File: src/rtl/bat_pkg.sv
package bat_pkg;
  localparam int unsigned AW        = 32;
  localparam logic [31:0] PG_MASK   = 32'hFFFE_0000;
  localparam logic [31:0] PAGE_MASK = 32'hFFFF_F000;

  typedef enum logic [1:0] {
    ACC_READ  = 2'd0,
    ACC_WRITE = 2'd1,
    ACC_FETCH = 2'd2
  } acc_e;

  typedef struct packed {
    logic r;
    logic w;
    logic x;
  } rights_t;
endpackage

File: src/rtl/bat_regfile.sv
module bat_regfile #(
  parameter int unsigned N    = 4,
  parameter int unsigned IDXW = 2
) (
  input  logic                 clk_i,
  input  logic                 rst_ni,
  input  logic                 wr_en_i,
  input  logic                 wr_instr_i,
  input  logic [IDXW-1:0]      wr_idx_i,
  input  logic                 wr_upper_i,
  input  logic [31:0]          wr_data_i,
  input  logic                 sel_instr_i,
  output logic [N-1:0][31:0]   up_o,
  output logic [N-1:0][31:0]   lo_o
);
  logic [1:0][N-1:0][31:0] up_q, lo_q;

  always_ff @(posedge clk_i or negedge rst_ni) begin
    if (!rst_ni) begin
      up_q <= '0;
      lo_q <= '0;
    end else if (wr_en_i) begin
      if (wr_upper_i) up_q[wr_instr_i][wr_idx_i] <= wr_data_i;
      else            lo_q[wr_instr_i][wr_idx_i] <= wr_data_i;
    end
  end

  assign up_o = up_q[sel_instr_i];
  assign lo_o = lo_q[sel_instr_i];
endmodule

File: src/rtl/bat_entry_eval.sv
module bat_entry_eval
  import bat_pkg::*;
(
  input  logic [31:0] up_i,
  input  logic [31:0] lo_i,
  input  logic [31:0] ea_i,
  input  logic        user_i,
  output logic        match_o,
  output logic [31:0] raddr_o,
  output rights_t     rights_o
);
  logic        usable;
  logic [31:0] len_sh, mask;

  assign usable  = user_i ? up_i[0] : up_i[1];
  assign len_sh  = {4'b0, up_i[12:2], 17'b0};
  assign mask    = PG_MASK & ~len_sh;
  assign match_o = usable && ((ea_i & mask) == (up_i & PG_MASK));
  assign raddr_o = ((lo_i & mask) | (ea_i & ~mask)) & PAGE_MASK;

  always_comb begin
    rights_o.r = |lo_i[1:0];
    rights_o.x = |lo_i[1:0];
    rights_o.w = (lo_i[1:0] == 2'd2);
  end
endmodule

File: src/rtl/bat_first_hit.sv
module bat_first_hit #(
  parameter int unsigned N = 4
) (
  input  logic [N-1:0] match_i,
  output logic [N-1:0] grant_o
);
  always_comb begin
    logic found;
    found   = 1'b0;
    grant_o = '0;
    for (int i = 0; i < N; i++) begin
      if (match_i[i] && !found) begin
        grant_o[i] = 1'b1;
        found      = 1'b1;
      end
    end
  end
endmodule

File: src/rtl/bat_matcher.sv
module bat_matcher
  import bat_pkg::*;
#(
  parameter int unsigned N    = 4,
  parameter int unsigned IDXW = (N > 1) ? $clog2(N) : 1
) (
  input  logic            clk_i,
  input  logic            rst_ni,
  input  logic            wr_en_i,
  input  logic            wr_instr_i,
  input  logic [IDXW-1:0] wr_idx_i,
  input  logic            wr_upper_i,
  input  logic [31:0]     wr_data_i,
  input  logic            req_i,
  input  logic [31:0]     ea_i,
  input  logic [1:0]      acc_i,
  input  logic            user_i,
  output logic            vld_o,
  output logic            hit_o,
  output logic [31:0]     raddr_o,
  output logic            rd_o,
  output logic            wr_o,
  output logic            ex_o
);
  logic [N-1:0][31:0] up, lo, ent_raddr;
  rights_t [N-1:0]    ent_rights;
  logic [N-1:0]       match, grant;
  logic               sel_instr;
  logic [31:0]        raddr_d;
  rights_t            rights_d;

  assign sel_instr = (acc_i == ACC_FETCH);

  bat_regfile #(.N(N), .IDXW(IDXW)) u_regs (
    .clk_i, .rst_ni, .wr_en_i, .wr_instr_i, .wr_idx_i, .wr_upper_i, .wr_data_i,
    .sel_instr_i(sel_instr), .up_o(up), .lo_o(lo)
  );

  for (genvar g = 0; g < N; g++) begin : g_ent
    bat_entry_eval u_eval (
      .up_i(up[g]), .lo_i(lo[g]), .ea_i(ea_i), .user_i(user_i),
      .match_o(match[g]), .raddr_o(ent_raddr[g]), .rights_o(ent_rights[g])
    );
  end

  bat_first_hit #(.N(N)) u_prio (.match_i(match), .grant_o(grant));

  always_comb begin
    raddr_d  = '0;
    rights_d = '0;
    for (int i = 0; i < N; i++) begin
      if (grant[i]) begin
        raddr_d  = raddr_d | ent_raddr[i];
        rights_d = rights_d | ent_rights[i];
      end
    end
  end

  always_ff @(posedge clk_i or negedge rst_ni) begin
    if (!rst_ni) begin
      vld_o   <= 1'b0;
      hit_o   <= 1'b0;
      raddr_o <= '0;
      {rd_o, wr_o, ex_o} <= 3'b0;
    end else begin
      vld_o   <= req_i;
      hit_o   <= req_i && (|match);
      raddr_o <= req_i ? raddr_d : '0;
      {rd_o, wr_o, ex_o} <= req_i ? {rights_d.r, rights_d.w, rights_d.x} : 3'b0;
    end
  end

  assert_onehot_grant_R6: assert property (@(posedge clk_i) disable iff (!rst_ni)
    $onehot0(grant) && ((|grant) == (|match)));
  assert_req_to_vld_R7: assert property (@(posedge clk_i) disable iff (!rst_ni)
    req_i |=> vld_o);
  assert_no_req_no_vld_R7: assert property (@(posedge clk_i) disable iff (!rst_ni)
    !req_i |=> !vld_o);
  assert_hit_needs_vld_R7: assert property (@(posedge clk_i) disable iff (!rst_ni)
    hit_o |-> vld_o);
  assert_miss_clean_R7: assert property (@(posedge clk_i) disable iff (!rst_ni)
    !hit_o |-> (raddr_o == '0) && !rd_o && !wr_o && !ex_o);
  assert_page_align_R4: assert property (@(posedge clk_i) disable iff (!rst_ni)
    hit_o |-> (raddr_o[11:0] == '0));
  assert_offset_pass_R4: assert property (@(posedge clk_i) disable iff (!rst_ni)
    req_i |=> (!hit_o || (raddr_o[16:12] == $past(ea_i[16:12]))));
  assert_write_implies_rx_R5: assert property (@(posedge clk_i) disable iff (!rst_ni)
    wr_o |-> rd_o && ex_o);
endmodule

File: config.mk
export PLATFORM = sky130hd
export DESIGN_NAME = bat_matcher
export DESIGN_NICKNAME = d
export VERILOG_FILES = /design/src/rtl/bat_pkg.sv /design/src/rtl/bat_regfile.sv /design/src/rtl/bat_entry_eval.sv /design/src/rtl/bat_first_hit.sv /design/src/rtl/bat_matcher.sv
export SDC_FILE = /design/constraint.sdc
export NUM_CORES = 1
export LEC_CHECK = 0
export ABC_AREA = 1
export BUFFER_PORTS_ARGS = -buffer_cell sky130_fd_sc_hd__buf_2
export CAP_MARGIN = 20
export CORE_AREA = 2 2 280 282
export CTS_BUF_LIST = sky130_fd_sc_hd__clkbuf_8 sky130_fd_sc_hd__clkbuf_16
export CTS_CLUSTER_DIAMETER = 60
export DETAILED_ROUTE_END_ITERATION = 16
export DIE_AREA = 0 0 282 284
export GPL_TIMING_DRIVEN = 0
export PLACE_DENSITY = 0.65
export REMOVE_ABC_BUFFERS = 1
export SYNTH_ARGS = -nofsm -noshare
export SYNTH_HDL_FRONTEND = slang
export SYNTH_HIERARCHICAL = 1
export SYNTH_SLANG_ARGS = --single-unit
File: constraint.sdc
create_clock -name clk_i -period 1.7 [get_ports clk_i]
set_input_delay 0 -clock clk_i [delete_from_list [all_inputs] [get_ports clk_i]]
set_output_delay 0 -clock clk_i [all_outputs]
set_load 0.005 [all_outputs]
; ---- Word-level counts from Yosys, hierarchy flattened
; Cells that the tools add are included.
[word_totals]
regBits = 549
in_bits = 75
output_inout_bits = 37
wordCells = 117
[classes]
n_lt_le_gt_ge = 5
n_eq_ne = 9
mux = 30
n_bitwise = 31
n_reduce_logical = 20
[ops]
columns = operator, count
row1 = 128-bit two-way mux, 5
row2 = 256-bit bitwise mux, 2
row3 = 32-bit bitwise AND, 12
row4 = 32-bit bitwise OR, 7
row5 = 32-bit two-way mux, 6
row6 = 128-bit demux with 1-bit select, 1
row7 = 32-bit == test, 4
row8 = 28-bit inverter with 32-bit output, 4
row9 = 32-bit inverter, 4
row10 = 32-bit demux with 2-bit select, 1
row11 = 3-bit two-way mux, 5
row12 = "2-bit == test, second input constant", 5
row13 = 1-bit logical AND, 10
row14 = 1-bit two-way mux, 10
row15 = 3-bit bitwise OR, 3
row16 = 2-bit OR reduction, 4
row17 = "1-bit by 2-bit less-than comparator with 1-bit output, second input constant", 2
row18 = 2-bit AND reduction, 2
row19 = 4-bit OR reduction, 1
row20 = 1-bit logical NOT, 3
row21 = "2-bit by 3-bit less-than comparator with 1-bit output, second input constant", 1
row22 = "2-bit by 1-bit >= comparator with 1-bit output, second input constant", 1
row23 = "1-bit >= comparator, second input constant", 1
row24 = 1-bit inverter, 1

; ---- Depth between registers and ports, before layout
; Gate-level depths: netlist of the first run.
[logic_depth]
word_depth = 19
ltp_mapped = 23
ltp_nobuf = 19

; ---- Hierarchy
; The synthesis of the first run kept the hierarchy.
[by_module_without_submodules]
columns = mod, instances, cells_each, area_per_inst_um2
row1 = bat_regfile, 1, 2595, 23323.6
row2 = bat_entry_eval, 4, 149, 690.7
row3 = bat_matcher, 1, 342, 2195.9
row4 = bat_first_hit, 1, 9, 37.5

; ---- Worst setup path after synthesis of the first run
; OpenSTA, ideal clock, no wires.
[synth_timing]
path_type = input port to flip-flop
startpoint = input acc_i[1]
endpoint = register ex_o
t_arrival_ns = 2.182
path_slack_ns = -0.603
path_stages = 19
path_buffers = 4
cell_sequence = inv_1 -> nor2_1 -> clkbuf_1 -> buf_2 -> mux2_2 -> o21ai_0 -> nand2_1 -> nor2_1 -> nand3_1 -> nor2_2 -> inv_1 -> nand2_1 -> nor2_1 -> buf_6 -> clkbuf_8 -> nand2_1 -> nand2_1 -> nor2_1 -> nor2_1
[synth_rtl]
columns = element, line
row1 = start: declaration, bat_matcher.sv:16  ; input logic [1:0] acc_i,
row2 = end signal: assignment, bat_matcher.sv:69  ; {rd_o, wr_o, ex_o} <= req_i ? {rights_d.r, rights_d.w, rights_d.x} : 3'b0;
row3 = end: declaration, bat_matcher.sv:23  ; output logic ex_o

==> results of run 1 <==
## report_power, final
group	internal, mW	switching [mW]
registers	11.2	0.901
logic	2.39	3.49
clock network	5.69	3.98
total	19.3	8.37
## routing by layer
layer / vias up / global-route usage / routed length (um)
li1: 8687 / - / -
met1: 9004 / 0.226 / 28200
met2: 742 / 0.288 / 33500
met3: 176 / 0.0254 / 5450
met4: 8 / 0.0771 / 3050
met5: - / 0 / 41
## critical path, delay by kind of cell, from the launching register on
kind	cells	cell delay [ps]
DFF	1	380
AOI/OAI and AO/OA	1	210
muxes	1	300
buffers and inverters	3	380
and+or+nand+nor	9	1060
## placed cells by master, fill, tap and decap left out, drive strengths merged, types with 5 or more instances in the layout
cell            n
clkinv          6
conb           48
nand3         172
clkbuf         55
nor2          141
o21ai          70
dlygate4sd3    38
dfrtp         397
nand4          90
nand2        1286
a21oi           5
inv           139
buf           168
nand3b         24
mux2          180
## sequential cells by signal (all words and copies together) (netlist names)
name,flops
hit_o,1
wr_o,1
vld_o,1
u_regs/lo_q,136
rd_o,1
ex_o,1
u_regs/up_q,224
raddr_o,32
## area by class of cell
type	count	area [um2]	share of cell area
multi-input combinational	2024	10400	0.404
sequential	397	9930	0.386
timing repair buffer	209	2120	0.0824
tap	1040	1300	0.0506
clock buffer	55	1260	0.0491
inverter	128	515	0.0200
clock inverter	22	185	0.00720
timing repair inverter	1	8.76	0.000341
antenna	3	7.51	0.000292
## stage by stage
| stage | TNS [ps] | instance area, um2 | instances | hold slack (ps) |
|---|---|---|---|---|
| after floorplan | -1000430 | 20000 | 2545 | -296 |
| after global placement | -5586570 | 21800 | 3680 | 125 |
| after detailed placement | -385290 | 22600 | 3710 | 44.8 |
| after CTS | -36710 | 25400 | 3869 | 0.788 |
| after global routing | -18680 | 25700 | 3878 | 23.5 |
| final | -15930 | 25700 | 3879 | -18.4 |
## how the worst max path moves through the flow
stage | startpoint | end | slack, ps | cells past startpoint
global placement | acc_i[1] | raddr_o[29] | -18650 | 15
CTS | u_regs/up_q[125] | raddr_o[25] | -680 | 15
detailed placement | acc_i[0] | raddr_o[29] | -2260 | 21
floorplan | acc_i[1] | ex_o | -9120 | 16
finish | u_regs/up_q[169] | rd_o | -730 | 14
global route | u_regs/up_q[169] | rd_o | -870 | 14
## repair_timing
action / CTS / global route
setup buffers: 34 / 11
endpoints found under the hold margin: 464 / 0
hold buffers: 38 / 0
gates resized for setup: 131 / 93
pin swaps: 63 / 52
cloned: 12 / 0
endpoints found under the setup margin: 351 / 323
==> flow_summary_export.csv, run 1 <==
group,metric,value,unit
power_and_ir_drop,p_leak,13.4,nW
critical_path,crit_chain,"mux2_2, o21ai_1, nand2_1, nor2_2, nand3_2, nor2_4, inv_4, nor2_4, buf_12, buf_16, nand2_2, nand2_1, nor2_1, nor2_1",
sta,slew_headroom,0.324,
global_route,antenna_found_initial,8,
routing,via_per_inst,4.80,
clocking,clk_pin_slew,60,ps
floorplanning,ioPinCount,112,
finish,post-route-util,0.334,
routing,routedWlPerCell,18.1,um
critical_path,critical_path_peak_fanout,7,
sta,min_period,2430,ps
critical_path,ff2ff_setup_slack,-730,ps
place,io_buffers,95,
sta,fmax,0.412,GHz
place,place.gp.congestion,0.794,
critical_path,rr_worst_depth,14,
sta,slew_viol_final,0,
global_route,grt_overflow,0,
clocking,cts.sinks,397,
critical_path,end_kind,"flip-flop",
sta,setup_viol,24,
floorplanning,start_util,0.282,
sta,fin_ws,-726,ps
critical_path,worstSetupPathType,"reg2reg",
clocking,cts_buffer_depth,3,
global_route,grt_usage,0.175,
floorplanning,rows,102,
finish,layout-drive-gt1-share,0.212,
synthesis,ys_warn_count,6,
floorplanning,dieArea,80100,um2
sta,worst_slew_pin_slew,1010,ps
power_and_ir_drop,ir_drop,691,uV
synthesis,synthCells,2842,
run_status,status,"finished, violations left",
clocking,insertion_delay,550,ps
routing,ant_nets,0,
worst_hold_path,min_path_type,"in2async",
critical_path,startpoint_type,"flip-flop",
critical_path,crit_required,2150,ps
critical_path,rr_endpoint,"rd_o",
sta,finalCritPeriodShare,1.43,
global_route,grt_start_max_net_pins,121,
clocking,cts-root-buf,"clkbuf_16",
clocking,cts_tree,"yes",
global_route,grt_pass1_wl,109,mm
finish,fin_nets,2880,
place,post-dp-hpwl,40.0,mm
sta,fin_skew,15.5,ps
routing,drt_iter0_markers,1822,
sta,hold_slack,-18.4,ps
critical_path,reg2reg_from,"u_regs/up_q[169]",
floorplanning,fp.dieH,284,um
synthesis,avgSynthCellArea,7.63,um2
power_and_ir_drop,power,27.6,mW
finish,fill_cells,7846,
global_route,grt_pass1_vias,18387,
place,post-place-ws,-2260,ps
finish,area_growth,18.6,%
job,cap_violations,0,
floorplanning,core,77000,um2
routing,first_pass_iters,7,
routing,drc,0,
synthesis,synth_area,21700,um2
clocking,cts_htree_levels,2,
critical_path,cpPeakStageDelay,380,ps
floorplanning,die_w,282,um
power_and_ir_drop,powerDensity,1080,nW/um2
run_status,violations,"negative hold slack, negative setup slack",
routing,vias,18617,
critical_path,crit_path_top_delay_cell,"dfrtp_1",
clocking,numCtsBuffers,44,
sta,hold_violations,7,
sta,rsz0062_at_grt,"true",
critical_path,cp.arrival,2880,ps
routing,route.final.wire_length,70.3,mm
Power figures use the tool's default switching activity.
==> inputs of run 2 (changes only) <==
--- a/config.mk
+++ b/config.mk
@@ -8,11 +8,11 @@
 export ABC_AREA = 1
 export BUFFER_PORTS_ARGS = -buffer_cell sky130_fd_sc_hd__buf_2
 export CAP_MARGIN = 20
-export CORE_AREA = 2 2 280 282
+export CORE_AREA = 2 2 334 237
 export CTS_BUF_LIST = sky130_fd_sc_hd__clkbuf_8 sky130_fd_sc_hd__clkbuf_16
 export CTS_CLUSTER_DIAMETER = 60
 export DETAILED_ROUTE_END_ITERATION = 16
-export DIE_AREA = 0 0 282 284
+export DIE_AREA = 0 0 336 239
 export GPL_TIMING_DRIVEN = 0
 export PLACE_DENSITY = 0.65
 export REMOVE_ABC_BUFFERS = 1
==> constraint.sdc (replaced) <==
create_clock -name clk_i -period 1.7 [get_ports clk_i]
set_input_delay 0.255 -clock clk_i [delete_from_list [all_inputs] [get_ports clk_i]]
set_output_delay 0.255 -clock clk_i [all_outputs]
set_load 0.005 [all_outputs]
==> run 2 against run 1 <==
Effect of this change: the flow still finishes with violations (negative hold slack, negative setup slack); utilization increased by 0.33 points; clock-buffer cell count decreased by 6; flip-flop and latch count unchanged; via count increased by 0.66%; sequential share of layout area decreased by 0.69 points.
==> flow_summary_export.csv, run 2 (synthesis results as in run 1) <==
group,metric,value,unit
run_status,status,"finished, violations left",
run_status,violations,"negative hold slack, negative setup slack",
sta,slew_headroom,0.361,
sta,worst_slew_pin_slew,956,ps
finish,fill_cells,7941,
routing,via_per_inst,4.79,
clocking,cts-root-buf,"clkbuf_16",
sta,setup_viol,24,
clocking,insertion_delay,610,ps
global_route,grt_overflow,0,
critical_path,end_kind,"flip-flop",
finish,layout_commonest_cell,"nand2_1",
clocking,clk_pin_slew,60,ps
floorplanning,core,77600,um2
sta,rsz0062_at_grt,"true",
place,io_buffers,95,
place,placed_area,22900,um2
global_route,grt_usage,0.177,
routing,ant_nets,0,
finish,layout_common_cells,"nand2_1, dfrtp_1, mux2_2",
finish,fin_nets,2901,
critical_path,crit_required,2190,ps
sta,min_period,2710,ps
finish,layout-drive-gt1-share,0.219,
routing,drc,0,
critical_path,startpoint_type,"input port",
floorplanning,ioPinCount,112,
global_route,antenna_found_initial,4,
job,cap_violations,0,
sta,fin_ws,-1010,ps
finish,final_area,26200,um2
critical_path,critical_path_peak_fanout,8,
routing,routedWlPerCell,18.3,um
routing,top_layer_used,"met5",
clocking,numCtsBuffers,43,
floorplanning,rows,86,
floorplanning,start_util,0.279,
power_and_ir_drop,switching_share,0.310,
place,place.gp.congestion,0.810,
finish,multi_input_area,10300,um2
place,post-dp-hpwl,41.5,mm
finish,area_growth,20.8,%
floorplanning,dieArea,80300,um2
routing,drt_iter0_markers,2115,
clocking,cts_tree,"yes",
routing,vias,18740,
routing,first_pass_iters,6,
power_and_ir_drop,powerDensity,1050,nW/um2
routing,dr_wl_met2,29.9,mm
place,post-place-ws,-3160,ps
sta,hold_slack,-409,ps
routing,route.final.wire_length,71.5,mm
clocking,cts_htree_levels,2,
finish,seq_area,9930,um2
sta,fin_skew,38.5,ps
power_and_ir_drop,pwr-share-seq,0.441,
sta,slew_viol_final,0,
worst_hold_path,min_path_type,"in2async",
routing,wl_met3,7.49,mm
sta,fmax,0.369,GHz
routing,wirelength_met1,32.1,mm
sta,finalCritPeriodShare,1.59,
floorplanning,fp.dieH,239,um
power_and_ir_drop,ir_drop,589,uV
clocking,hold_buffers,13,
power_and_ir_drop,clock_power_share,0.344,
finish,largest_reg_flops,224,
finish,top_register,"u_regs/up_q",
critical_path,cp.arrival,3200,ps
finish,post-route-util,0.338,
clocking,cts.sinks,397,
critical_path,worstSetupPathType,"in2reg",
global_route,grt_start_max_net_pins,110,
power_and_ir_drop,p_leak,13.7,nW
finish,reg.largest.list,"u_regs/up_q: 224 flops, u_regs/lo_q: 136 flops, raddr_o: 32 flops",
power_and_ir_drop,power_switching,8.50,mW
global_route,grt_pass1_vias,17644,
sta,hold_violations,56,
global_route,grt_pass1_wl,109,mm
power_and_ir_drop,p_comb_frac,0.214,
clocking,cts_buffer_depth,3,
power_and_ir_drop,cellInternalPower,18.9,mW
floorplanning,die_w,336,um
-- run 2: cell count changes in the layout (fill, tap and decap cells not counted), sizes merged --
cell         previous run  this run
dlygate4sd3            38        13
clkinvlp                2         0
diode                   3         1
bufbuf                  3         4
buf                   168       212
inv                   139       143
clkbuf                 55        51
clkinv                  6        10
bufinv                  4         3
-- run 2: critical path: stages --
cell and delay, ps:
buf_6 100, nor2_4 150, buf_12 130, buf_16 120
buf_16 160, buf_16 140, mux2_4 310, inv_2 60
nand3b_1 250, nand2_1 190, nor2_2 70, nand3_4 120
nor2_4 70, clkbuf_16 160, buf_6 120, nor2_4 190
buf_6 190, nand2_1 60, nand2_1 110, nor2_1 70
nor2_2 140
-- run 2: layout make-up --
type | instances | share of cell area
clock inverters | 27 | 0.00836
multi-input cells | 2024 | 0.393
clock buffers | 49 | 0.0447
inverters | 128 | 0.0195
well taps | 1056 | 0.0505
repair inverters | 1 | 0.000334
repair buffers | 231 | 0.105
flip-flops and latches | 397 | 0.379
diodes | 1 | 0.0000956
-- run 2: repair_timing --
action | CTS | global route
gates cloned | 19 | 2
setup endpoints to repair | 367 | 82
endpoints found under the hold margin | 131 | 56
pin swaps | 42 | 54
gates resized for setup | 135 | 85
setup buffers | 55 | 11
-- run 2: path summary, 6_finish.rpt --
check                                  from                to  slack, ps  cells after the start
max reg2reg                u_regs/up_q[150]       raddr_o[17]       -900                     14
min reg2reg                u_regs/up_q[222]  u_regs/up_q[222]        470                      2
max in group asynchronous            rst_ni  u_regs/lo_q[225]        460                      4
max                                acc_i[0]       raddr_o[17]      -1010                     21
min in group clk_i                 ea_i[16]       raddr_o[16]         50                      5
min                                  rst_ni       raddr_o[19]       -410                      1
-- run 2: power groups by stage --
stage	combinational [mW]	clock (mW)	sequential [mW]
after global routing	6.62	10.0	12.3
after detailed placement	5.20	0	12.2
after global placement	4.97	0	12.2
after CTS	5.64	9.69	12.1
final	5.88	9.44	12.1
after floorplan	3.68	0	11.9
-- run 2: routing by layer --
layer,global-route usage,up-vias
met5,0,-
met4,0.0523,4
met3,0.0449,136
met2,0.258,829
met1,0.255,9049
li1,-,8722
-- run 2: metrics by stage --
stage                     hold WS (ps)  cells  setup TNS, ps  total power [mW]
after global placement             448   3696       -5887440              17.1
after detailed placement           238   3739        -442060              17.4
after global routing              -388   3913         -24550              29.0
after floorplan                  -40.6   2545       -1089680              15.6
after CTS                         -407   3902         -21010              27.4
final                             -409   3914         -23130              27.4
